--- src/rtl/divPkg.sv ---
package divPkg;
  typedef enum logic [2:0] {
    S_IDLE,
    S_CHK,
    S_ITER,
    S_FIX,
    S_WB
  } divState_t;

  typedef struct packed {
    logic load;
    logic step;
    logic commit;
  } divCtrl_t;
endpackage

--- src/rtl/divDatapath.sv ---
module divDatapath
  import divPkg::*;
#(
  parameter int DATA_W = 16
) (
  input  logic              clk,
  input  logic              rstN,
  input  divCtrl_t          ctrl,
  input  logic              wordMode,
  input  logic              signedOp,
  input  logic [DATA_W-1:0] dividendHi,
  input  logic [DATA_W-1:0] dividendLo,
  input  logic [DATA_W-1:0] divisor,
  output logic              wordQ,
  output logic              zeroDiv,
  output logic              earlyErr,
  output logic              lateErr,
  output logic [DATA_W-1:0] accOut,
  output logic [DATA_W-1:0] hiOut
);
  localparam int HALF = DATA_W / 2;
  localparam int WIDE = 2 * DATA_W;
  localparam logic [DATA_W-1:0] WORD_LIM = DATA_W'(1) << (DATA_W - 1);
  localparam logic [DATA_W-1:0] BYTE_LIM = DATA_W'(1) << (HALF - 1);

  logic [WIDE-1:0]   dvdExt, dvdMag;
  logic [DATA_W-1:0] dvsExt, dvsMag;
  logic              dvdNeg, dvsNeg;

  logic [DATA_W-1:0] remR, quoR, dvsR;
  logic              qNegR, rNegR, sgnR;

  logic [DATA_W:0]   trial;
  logic              trialGe;
  logic [DATA_W-1:0] qMag, qVal, rVal, qLim;

  // operand magnitudes and signs
  always_comb begin
    dvdExt = wordMode ? {dividendHi, dividendLo}
                      : {{DATA_W{signedOp & dividendLo[DATA_W-1]}}, dividendLo};
    dvdNeg = signedOp & dvdExt[WIDE-1];
    dvdMag = dvdNeg ? (~dvdExt + WIDE'(1)) : dvdExt;
    dvsExt = wordMode ? divisor
                      : {{HALF{signedOp & divisor[HALF-1]}}, divisor[HALF-1:0]};
    dvsNeg = signedOp & dvsExt[DATA_W-1];
    dvsMag = dvsNeg ? (~dvsExt + DATA_W'(1)) : dvsExt;
  end

  // one restoring step
  always_comb begin
    trial   = {remR, quoR[DATA_W-1]};
    trialGe = trial >= {1'b0, dvsR};
  end

  always_ff @(posedge clk or negedge rstN) begin
    if (!rstN) begin
      remR  <= '0;
      quoR  <= '0;
      dvsR  <= '0;
      wordQ <= 1'b0;
      qNegR <= 1'b0;
      rNegR <= 1'b0;
      sgnR  <= 1'b0;
    end else if (ctrl.load) begin
      wordQ <= wordMode;
      sgnR  <= signedOp;
      qNegR <= dvdNeg ^ dvsNeg;
      rNegR <= dvdNeg;
      dvsR  <= dvsMag;
      if (wordMode) begin
        remR <= dvdMag[WIDE-1:DATA_W];
        quoR <= dvdMag[DATA_W-1:0];
      end else begin
        remR <= {{HALF{1'b0}}, dvdMag[DATA_W-1:HALF]};
        quoR <= {dvdMag[HALF-1:0], {HALF{1'b0}}};
      end
    end else if (ctrl.step) begin
      remR <= trialGe ? DATA_W'(trial - {1'b0, dvsR}) : trial[DATA_W-1:0];
      quoR <= {quoR[DATA_W-2:0], trialGe};
    end
  end

  // pre-loop check on the loaded magnitudes
  assign zeroDiv  = (dvsR == '0);
  assign earlyErr = zeroDiv || (remR >= dvsR);

  // post-loop sign restore and signed range check
  always_comb begin
    qMag    = wordQ ? quoR : {{HALF{1'b0}}, quoR[HALF-1:0]};
    qLim    = wordQ ? WORD_LIM : BYTE_LIM;
    lateErr = sgnR && (qNegR ? (qMag > qLim) : (qMag >= qLim));
    qVal    = qNegR ? (~qMag + DATA_W'(1)) : qMag;
    rVal    = rNegR ? (~remR + DATA_W'(1)) : remR;
  end

  always_ff @(posedge clk or negedge rstN) begin
    if (!rstN) begin
      accOut <= '0;
      hiOut  <= '0;
    end else if (ctrl.commit) begin
      if (wordQ) begin
        accOut <= qVal;
        hiOut  <= rVal;
      end else begin
        accOut <= {rVal[HALF-1:0], qVal[HALF-1:0]};
      end
    end
  end

  // a commit never occurs on a quotient that failed the range check
  p_commit_fits_r6: assert property (@(posedge clk) disable iff (!rstN)
    ctrl.commit |-> !lateErr);
  // loading and stepping are never requested together
  p_load_step_r8: assert property (@(posedge clk) disable iff (!rstN)
    !(ctrl.load && ctrl.step));
endmodule

--- src/rtl/divControl.sv ---
module divControl
  import divPkg::*;
#(
  parameter int DATA_W = 16
) (
  input  logic     clk,
  input  logic     rstN,
  input  logic     start,
  input  logic     wordQ,
  input  logic     zeroDiv,
  input  logic     earlyErr,
  input  logic     lateErr,
  output divCtrl_t ctrl,
  output logic     busy,
  output logic     done,
  output logic     divErr
);
  localparam int HALF  = DATA_W / 2;
  localparam int CNT_W = $clog2(DATA_W) + 1;

  divState_t       state;
  logic [CNT_W-1:0] cntR, lastCnt;
  logic            errR;

  assign lastCnt = wordQ ? CNT_W'(DATA_W - 1) : CNT_W'(HALF - 1);

  always_comb begin
    ctrl.load   = (state == S_IDLE) && start;
    ctrl.step   = (state == S_ITER);
    ctrl.commit = (state == S_FIX) && !lateErr;
  end

  always_ff @(posedge clk or negedge rstN) begin
    if (!rstN) begin
      state <= S_IDLE;
      cntR  <= '0;
      errR  <= 1'b0;
    end else begin
      case (state)
        S_IDLE: if (start) begin
          state <= S_CHK;
          errR  <= 1'b0;
        end
        S_CHK: begin
          cntR <= '0;
          if (earlyErr) begin
            errR  <= 1'b1;
            state <= S_WB;
          end else begin
            state <= S_ITER;
          end
        end
        S_ITER: begin
          cntR <= cntR + CNT_W'(1);
          if (cntR == lastCnt) state <= S_FIX;
        end
        S_FIX: begin
          errR  <= lateErr;
          state <= S_WB;
        end
        default: state <= S_IDLE;
      endcase
    end
  end

  assign busy   = (state != S_IDLE);
  assign done   = (state == S_WB) && !errR;
  assign divErr = (state == S_WB) && errR;

  p_single_end_r9: assert property (@(posedge clk) disable iff (!rstN)
    !(done && divErr));
  p_pulse_len_r9: assert property (@(posedge clk) disable iff (!rstN)
    (done || divErr) |=> !(done || divErr));
  p_zero_trap_r4: assert property (@(posedge clk) disable iff (!rstN)
    (state == S_CHK && zeroDiv) |=> divErr);
  p_signed_ovf_r6: assert property (@(posedge clk) disable iff (!rstN)
    (state == S_FIX && lateErr) |=> divErr);
  p_busy_hold_r8: assert property (@(posedge clk) disable iff (!rstN)
    (busy && !done && !divErr) |=> busy);
  p_busy_drop_r8: assert property (@(posedge clk) disable iff (!rstN)
    (done || divErr) |=> !busy);
endmodule

--- src/rtl/intDivUnit.sv ---
module intDivUnit
  import divPkg::*;
#(
  parameter int DATA_W = 16
) (
  input  logic              clk,
  input  logic              rstN,
  input  logic              start,
  input  logic              wordMode,
  input  logic              signedOp,
  input  logic [DATA_W-1:0] dividendHi,
  input  logic [DATA_W-1:0] dividendLo,
  input  logic [DATA_W-1:0] divisor,
  output logic              busy,
  output logic              done,
  output logic              divErr,
  output logic [DATA_W-1:0] accOut,
  output logic [DATA_W-1:0] hiOut
);
  divCtrl_t ctrl;
  logic     wordQ, zeroDiv, earlyErr, lateErr;

  divControl #(.DATA_W(DATA_W)) uCtrl (
    .clk(clk), .rstN(rstN), .start(start), .wordQ(wordQ),
    .zeroDiv(zeroDiv), .earlyErr(earlyErr), .lateErr(lateErr),
    .ctrl(ctrl), .busy(busy), .done(done), .divErr(divErr)
  );

  divDatapath #(.DATA_W(DATA_W)) uPath (
    .clk(clk), .rstN(rstN), .ctrl(ctrl), .wordMode(wordMode),
    .signedOp(signedOp), .dividendHi(dividendHi), .dividendLo(dividendLo),
    .divisor(divisor), .wordQ(wordQ), .zeroDiv(zeroDiv),
    .earlyErr(earlyErr), .lateErr(lateErr), .accOut(accOut), .hiOut(hiOut)
  );

  p_err_no_write_r3: assert property (@(posedge clk) disable iff (!rstN)
    divErr |-> ($stable(accOut) && $stable(hiOut)));
  p_byte_keeps_hi_r10: assert property (@(posedge clk) disable iff (!rstN)
    (done && !wordQ) |-> $stable(hiOut));
endmodule

--- config.mk ---
export PLATFORM = sky130hd
export DESIGN_NAME = intDivUnit
export DESIGN_NICKNAME = d
export VERILOG_FILES = /design/src/rtl/divPkg.sv /design/src/rtl/divDatapath.sv /design/src/rtl/divControl.sv /design/src/rtl/intDivUnit.sv
export SDC_FILE = /design/constraint.sdc
export NUM_CORES = 1
export LEC_CHECK = 0
export ABC_AREA = 1
export BUFFER_PORTS_ARGS = -buffer_cell sky130_fd_sc_hd__buf_2
export CAP_MARGIN = 0
export CORE_MARGIN = 2
export CORE_UTILIZATION = 35
export CTS_CLUSTER_DIAMETER = 30
export CTS_CLUSTER_SIZE = 10
export DETAILED_ROUTE_END_ITERATION = 6
export GPL_ROUTABILITY_DRIVEN = 1
export HOLD_SLACK_MARGIN = 0.1
export MAX_ROUTING_LAYER = met4
export SETUP_SLACK_MARGIN = 0.1
export SYNTH_ARGS = -nofsm -noshare
export SYNTH_HDL_FRONTEND = slang
export SYNTH_HIERARCHICAL = 1
export SYNTH_SLANG_ARGS = --single-unit
--- constraint.sdc ---
create_clock -name clk -period 4.3 [get_ports clk]
set_clock_uncertainty 0.05 [all_clocks]
set_input_delay 0 -clock clk [delete_from_list [all_inputs] [get_ports clk]]
set_output_delay 0 -clock clk [all_outputs]
set_load 0.03 [all_outputs]
==> results.ini, run 1 <==
[run_status]
status = finished, final reports clean

[setup_path]
cp_data_required_time_ns = 4.52
start_kind = register
r2r_start = uPath/wordQ
arrival_ns = 3.52
end_kind = register
r2r_setup_slack_ns = 1.00
path_class = register to register
crit_path_max_fanout = 25
reg2reg_depth = 12
timing.rr.end = uPath/accOut[10]

[routing]
via_count = 8070
dr_wl_met2_mm = 9.46
drtIter0Drc = 498
wl_met3_mm = 1.33
met1Wirelength_mm = 11.7
antenna_left = 0
drt-total-wl_mm = 22.9
vias_per_cell = 5.02
wl_per_cell_um = 14.2
dr.pass1.iters = 5
drc_errors = 0
top_layer_used = met4

[final_layout]
final_net_count = 1415
num_antenna_cells = 0
syn2layout_area_growth_pct = 17.7
layout_commonest_cell = nand2_1
layout_common_cells = 413 x nand2_1, 136 x inv_1, 100 x nand3_1
drive_gt1_frac = 0.102

[clock_network]
cts_num_sinks = 93
path_clk_slew_ns = 0.07
cts-buffers-inserted = 9
cts_root_buf = clkbuf_16
postCtsHoldBufs = 37
cts_tree = yes
clockBufferDepth = 2
post_cts_buffers = 0
h-tree-depth = 3
clock_latency_ns = 0.35
cts_resized = 0

[global_routing]
antenna_found_initial = 0
grt_pass1_wl_mm = 37.8
grt_start_max_net_pins = 50
grt_pass1_vias = 7339
grt-ovfl-total = 0
grt_util_all_layers = 0.203

[floorplan]
start_util = 0.357
io_pins = 88
die_x_um = 153
fp.coreArea_um2 = 21800
die_h_um = 153
rows = 54
dieArea_um2 = 23500

[timing]
tightest_slew_ns = 0.821
finalHoldViolCount = 0
fin_crit_ns = 3.30
setup_ws_ns = 1.00
fin_setup_tns_ns = 0
rsz0062_at_grt = false
setup_viol = 0
fin_crit_sh = 0.767
fmax_mhz = 303
slew_headroom = 0.450
slew_viol_final = 0

[placed_design]
gp_congestion = 0.954
io_buffers = 87
dpl.hpwl_mm = 17.8
place_ws_ns = 1.04

[run]
drv_cap = 0

[worst_hold_path]
hold_class = input pin to register
min_to = uPath/quoR[8]
hp-start = dividendLo[8]
hold_depth = 5

[synth]
syn_area_um2 = 7800
synth_nets = 1307
syn_avg_cell_area_um2 = 6.42
ys_warn_count = 6
syn_inst = 1215

[pwr]
p_leak_nw = 4.84
power_density_nw_per_um2 = 764
ir_drop_v = 0.000297

==> routing by layer <==
metal | track usage | vias up
li1 | - | 4160
met1 | 0.301 | 3657
met2 | 0.286 | 228
met3 | 0.0272 | 25
met4 | 0.0564 | 0
met5 | - | -
==> per-stage QoR <==
stage	hold WS, ns	cells	total power, mW	area, µm²	util
after floorplan	-0.346	1215	4.83	7800	-
final	0.111	1608	7.01	9180	0.421
after global routing	0.148	1608	7.72	9180	0.421
after CTS	0.103	1608	7.02	9180	0.421
after detailed placement	-0.0101	1555	6.03	8470	0.388
after global placement	-0.00719	1555	5.98	8470	0.388
==> worst max path at each step <==
stage                            end  slack, ns  cells past startpoint   startpoint
finish              uPath/accOut[10]       1.00                     12  uPath/wordQ
global route        uPath/accOut[10]       0.61                     12  uPath/wordQ
CTS                 uPath/accOut[10]       1.02                     12  uPath/wordQ
detailed placement  uPath/accOut[10]       1.04                     12  uPath/wordQ
global placement    uPath/accOut[10]       1.14                     12  uPath/wordQ
floorplan            uPath/hiOut[12]       1.77                     13  uPath/wordQ
==> layout make-up <==
cell class | instances | area, µm²
fillers | 2347 | 12600
multi-input cells | 942 | 4740
flip-flops and latches | 93 | 2330
repair buffers | 133 | 876
inverters | 144 | 541
well taps | 280 | 350
clock buffers | 10 | 239
clock inverters | 6 | 105
==> flip-flops by register name (all words and copies together), names as in the netlist <==
name,count
uPath/accOut,16
uPath/dvsR,16
uPath/hiOut,16
uPath/quoR,16
uPath/remR,16
uCtrl/cntR,5
uCtrl/state,3
uCtrl/errR,1
uPath/qNegR,1
uPath/rNegR,1
uPath/sgnR,1
uPath/wordQ,1
==> worst max-delay path, cell delays in order (launching register included) <==
cell and delay [ns]:
dfrtp_1 0.64, clkinv_1 0.40, ha_1 0.41, nand3_1 0.08, nand2_1 0.06, o221ai_1 0.18, inv_1 0.08, nor2_1 0.35
buf_4 0.21, inv_1 0.30, a21oi_1 0.23, nand2_1 0.07, o21ai_0 0.16
==> where the power goes <==
part	leakage (nW)	internal, mW	switching [mW]
sequential	1.16	1.28	0.469
clock	0.168	0.537	0.366
combinational	3.51	1.51	2.84
total	4.84	3.33	3.68
(Power assumes the default switching activity.)
==> inputs of run 2 (changes only) <==
--- a/config.mk
+++ b/config.mk
@@ -5,7 +5,7 @@
 export SDC_FILE = /design/constraint.sdc
 export NUM_CORES = 1
 export LEC_CHECK = 0
-export ABC_AREA = 1
+export ABC_AREA = 0
 export BUFFER_PORTS_ARGS = -buffer_cell sky130_fd_sc_hd__buf_2
 export CAP_MARGIN = 0
 export CORE_MARGIN = 2
==> constraint.sdc (replaced) <==
create_clock -name clk -period 2.8 [get_ports clk]
set_clock_uncertainty 0.05 [all_clocks]
set_input_delay 0 -clock clk [delete_from_list [all_inputs] [get_ports clk]]
set_output_delay 0 -clock clk [all_outputs]
set_load 0.03 [all_outputs]
==> run 2 against run 1 <==
Power is 71% higher; utilization up 4.9 points; hold slack worse by 0.0043 ns; critical path depth up 1; design area is 3.6% higher; via count is 13% lower; count of clock-buffer cells in the layout down 1; die area decreased by 7.3%; flip-flop and latch count unchanged; area after synthesis is 7.5% lower; maximum frequency grew 24%; synthesized cell count down 30%; critical endpoint is now uCtrl/errR; largest power group unchanged.
==> results.ini, run 2 <==
[pwr]
pwr-share-comb = 0.671  ; +0.050
p_sw_mw = 5.54  ; +51%
p_leak_nw = 4.30  ; -11%
internal_power_mw = 6.43  ; +93%
p_seq_frac = 0.207  ; -0.043
power_frac_clock = 0.122  ; -0.007
power_density_nw_per_um2 = 1260  ; +65%
ir_drop_v = 0.000402  ; +35%
p_sw_frac = 0.463  ; -0.0616

[setup_path]
end_kind = register
cp_num_buf_inv = 2  ; -2
slowest_stage = dfrtp_1
crit_path_cell_trace = buf_6 -> inv_1 -> ha_1 -> nand2b_4 -> a21oi_2 -> nor2b_1 -> o21ai_1 -> a21oi_1 -> o41ai_2 -> a41oi_2 -> nor2_1 -> nor3_1 -> a221o_1
start_kind = register
path_delay_family = compound AO/OA/AOI/OAI gates
crit_path_max_fanout = 5  ; -80%
path_class = register to register
reg2reg_depth = 13  ; +1
cp_data_required_time_ns = 2.99  ; -1.53 ns
arrival_ns = 2.86  ; -0.66 ns
cp.depth = 13  ; +1
max_stage_delay_ns = 0.39  ; -0.25 ns

[routing]
via_count = 7024  ; -13%
drc_errors = 0  ; unchanged
met1Wirelength_mm = 10.9  ; -7.2%
vias_per_cell = 5.35  ; +6.6%
dr_wl_met2_mm = 9.43  ; -0.27%
wl_per_cell_um = 16.6  ; +17%
dr.pass1.iters = 5  ; unchanged
top_layer_used = met4
antenna_left = 0  ; unchanged
wl_met3_mm = 1.10  ; -17%
drtIter0Drc = 388  ; -22%
drt-total-wl_mm = 21.8  ; -4.6%

[run]
drv_cap = 0  ; unchanged

[floorplan]
die_x_um = 148  ; -3.7%
rows = 52  ; -3.7%
die_h_um = 148  ; -3.7%
io_pins = 88  ; unchanged
start_util = 0.357  ; -0.000681
dieArea_um2 = 21800  ; -7.3%
fp.coreArea_um2 = 20200  ; -7.3%

[synth]
synth_area_leaders = dfrtp_1 32%, ha_1 6.6%, xor2_1 6.1%
synth_top_area_cell = dfrtp_1
syn_inst = 848  ; -30%
syn_avg_cell_area_um2 = 8.51  ; +33%
synth_commonest_cells = 93 x dfrtp_1, 87 x nor2_1, 79 x a21oi_1
yosysSeqAreaShare = 0.322
synth_top_area_frac = 0.322
syn_area_um2 = 7220  ; -7.5%
ys.flop_type = dfrtp_1
yosysUniqueCellTypes = 72
ys_async_sr_fraction = 1.00
synth_edf_count = 0
synth_nets = 940  ; -28%
ys_warn_count = 6  ; unchanged
synthMostInstantiatedCell = dfrtp_1
synth-seq-cells = 93

[timing]
tightest_slew_ns = 0.637  ; -0.184 ns
fin_crit_sh = 0.952  ; +0.185
fmax_mhz = 375  ; +24%
finalHoldViolCount = 0  ; unchanged
setup_viol = 0  ; unchanged
slew_viol_final = 0  ; unchanged
holdWs_ns = 0.107  ; -0.00431 ns
rsz0062_at_grt = true
slew_headroom = 0.575  ; +0.125
fin_crit_ns = 2.67  ; -0.633 ns
fin_setup_tns_ns = 0  ; unchanged

[final_layout]
layout_common_cells = 93 x dfrtp_1, 86 x buf_2, 84 x buf_4
layout_commonest_cell = dfrtp_1
drive_gt1_frac = 0.239  ; +0.136
num_antenna_cells = 0  ; unchanged
final_net_count = 1130  ; -20%
syn2layout_area_growth_pct = 31.8
num-fill-cells = 1936  ; -18%

[global_routing]
antenna_found_initial = 0  ; unchanged
grt_util_all_layers = 0.208  ; +0.00580
grt_pass1_vias = 6628  ; -9.7%
grt-ovfl-total = 0  ; unchanged
grt_pass1_wl_mm = 35.1  ; -7.1%
grt_start_max_net_pins = 42  ; -16%

[worst_hold_path]
hold_class = input pin to async pin

[placed_design]
dpl.hpwl_mm = 16.7  ; -6.3%
io_buffers = 87  ; unchanged
gp_congestion = 0.949  ; -0.53%

[clock_network]
cts_root_buf = clkbuf_16
h-tree-depth = 3  ; unchanged
cts_tree = yes
cts-buffers-inserted = 9  ; unchanged
clock_latency_ns = 0.36  ; about the same
cts_num_sinks = 93  ; unchanged
path_clk_slew_ns = 0.07  ; about the same
clockBufferDepth = 2  ; unchanged

[run_status]
status = finished, final reports clean

[run 2: layer usage]
metal / GRT usage / up-vias
met2: 0.297 / 175
met4: 0.0663 / 0
met1: 0.302 / 3361
met5: - / -
met3: 0.0327 / 26
li1: - / 3462
[run 2: logic make-up (layout without fill, tap and decap cells)]
family | after synthesis | in the layout | synth area share
mux | 52 | 52 | 0.0754
simple gates | 262 | 262 | 0.182
xor+xnor | 78 | 78 | 0.0946
buf+inv | 77 | 272 | 0.0432
compound gates | 247 | 247 | 0.214
flops | 93 | 93 | 0.322
fa+ha+maj | 39 | 39 | 0.0686
[run 2: cell type report]
| type | instances | area, µm² | area share |
|---|---|---|---|
| sequential | 93 | 2330 | 0.245 |
| tap | 270 | 338 | 0.0355 |
| multi-input combinational | 678 | 4760 | 0.500 |
| clock buffer | 9 | 225 | 0.0237 |
| clock inverter | 7 | 126 | 0.0133 |
| timing repair buffer | 220 | 1590 | 0.168 |
| inverter | 36 | 148 | 0.0155 |
[run 2: worst paths after layout]
| path | endpoint | slack [ns] | start |
|---|---|---|---|
| max | uCtrl/errR | 0.13 | uPath/remR[0] |
| min | uPath/dvsR[3] | 0.11 | rstN |
| max reg2reg | uCtrl/errR | 0.13 | uPath/remR[0] |
| min reg2reg | uCtrl/cntR[4] | 0.42 | uCtrl/cntR[4] |
| max in group asynchronous | uPath/hiOut[6] | 1.80 | rstN |
| min in group clk | uPath/dvsR[9] | 0.12 | divisor[8] |
[run 2: timing repair]
action / 4_1_cts / 5_1_grt
pin swaps: 4 / 22
resized for setup: 10 / 30
buffers inserted: 3 / 14
setup endpoints to repair: 25 / 39
hold buffers: 44 / 0
gates cloned: 1 / 0
hold endpoints to repair: 78 / 0
[run 2: metrics by stage]
step | setup WS (ns) | utilization | area, µm² | total power, mW | instances
finish | 0.135 | 0.470 | 9510 | 12.0 | 1313
CTS | 0.0773 | 0.459 | 9290 | 11.5 | 1300
global placement | -0.0316 | 0.415 | 8400 | 9.79 | 1236
floorplan | 0.115 | - | 7240 | 7.30 | 848
detailed placement | -0.0769 | 0.415 | 8400 | 9.83 | 1236
global route | 0.0192 | 0.470 | 9510 | 12.9 | 1313
[run 2: power by group through the flow]
| stage | Sequential, mW | Clock [mW] | Combinational (mW) |
|---|---|---|---|
| after floorplan | 2.96 | 0 | 4.34 |
| after global placement | 2.50 | 0 | 7.29 |
| after detailed placement | 2.49 | 0 | 7.34 |
| after CTS | 2.47 | 1.49 | 7.56 |
| after global routing | 2.56 | 1.55 | 8.81 |
| final | 2.48 | 1.46 | 8.03 |
[run 2: worst register-to-register path, cell delays in order, from the launching register on]
cell and delay [ns]:
dfrtp_1 0.39, buf_6 0.13, inv_1 0.07, ha_1 0.22, nand2b_4 0.14, a21oi_2 0.11, nor2b_1 0.05, o21ai_1 0.12
a21oi_1 0.09, o41ai_2 0.39, a41oi_2 0.25, nor2_1 0.19, nor3_1 0.07, a221o_1 0.27
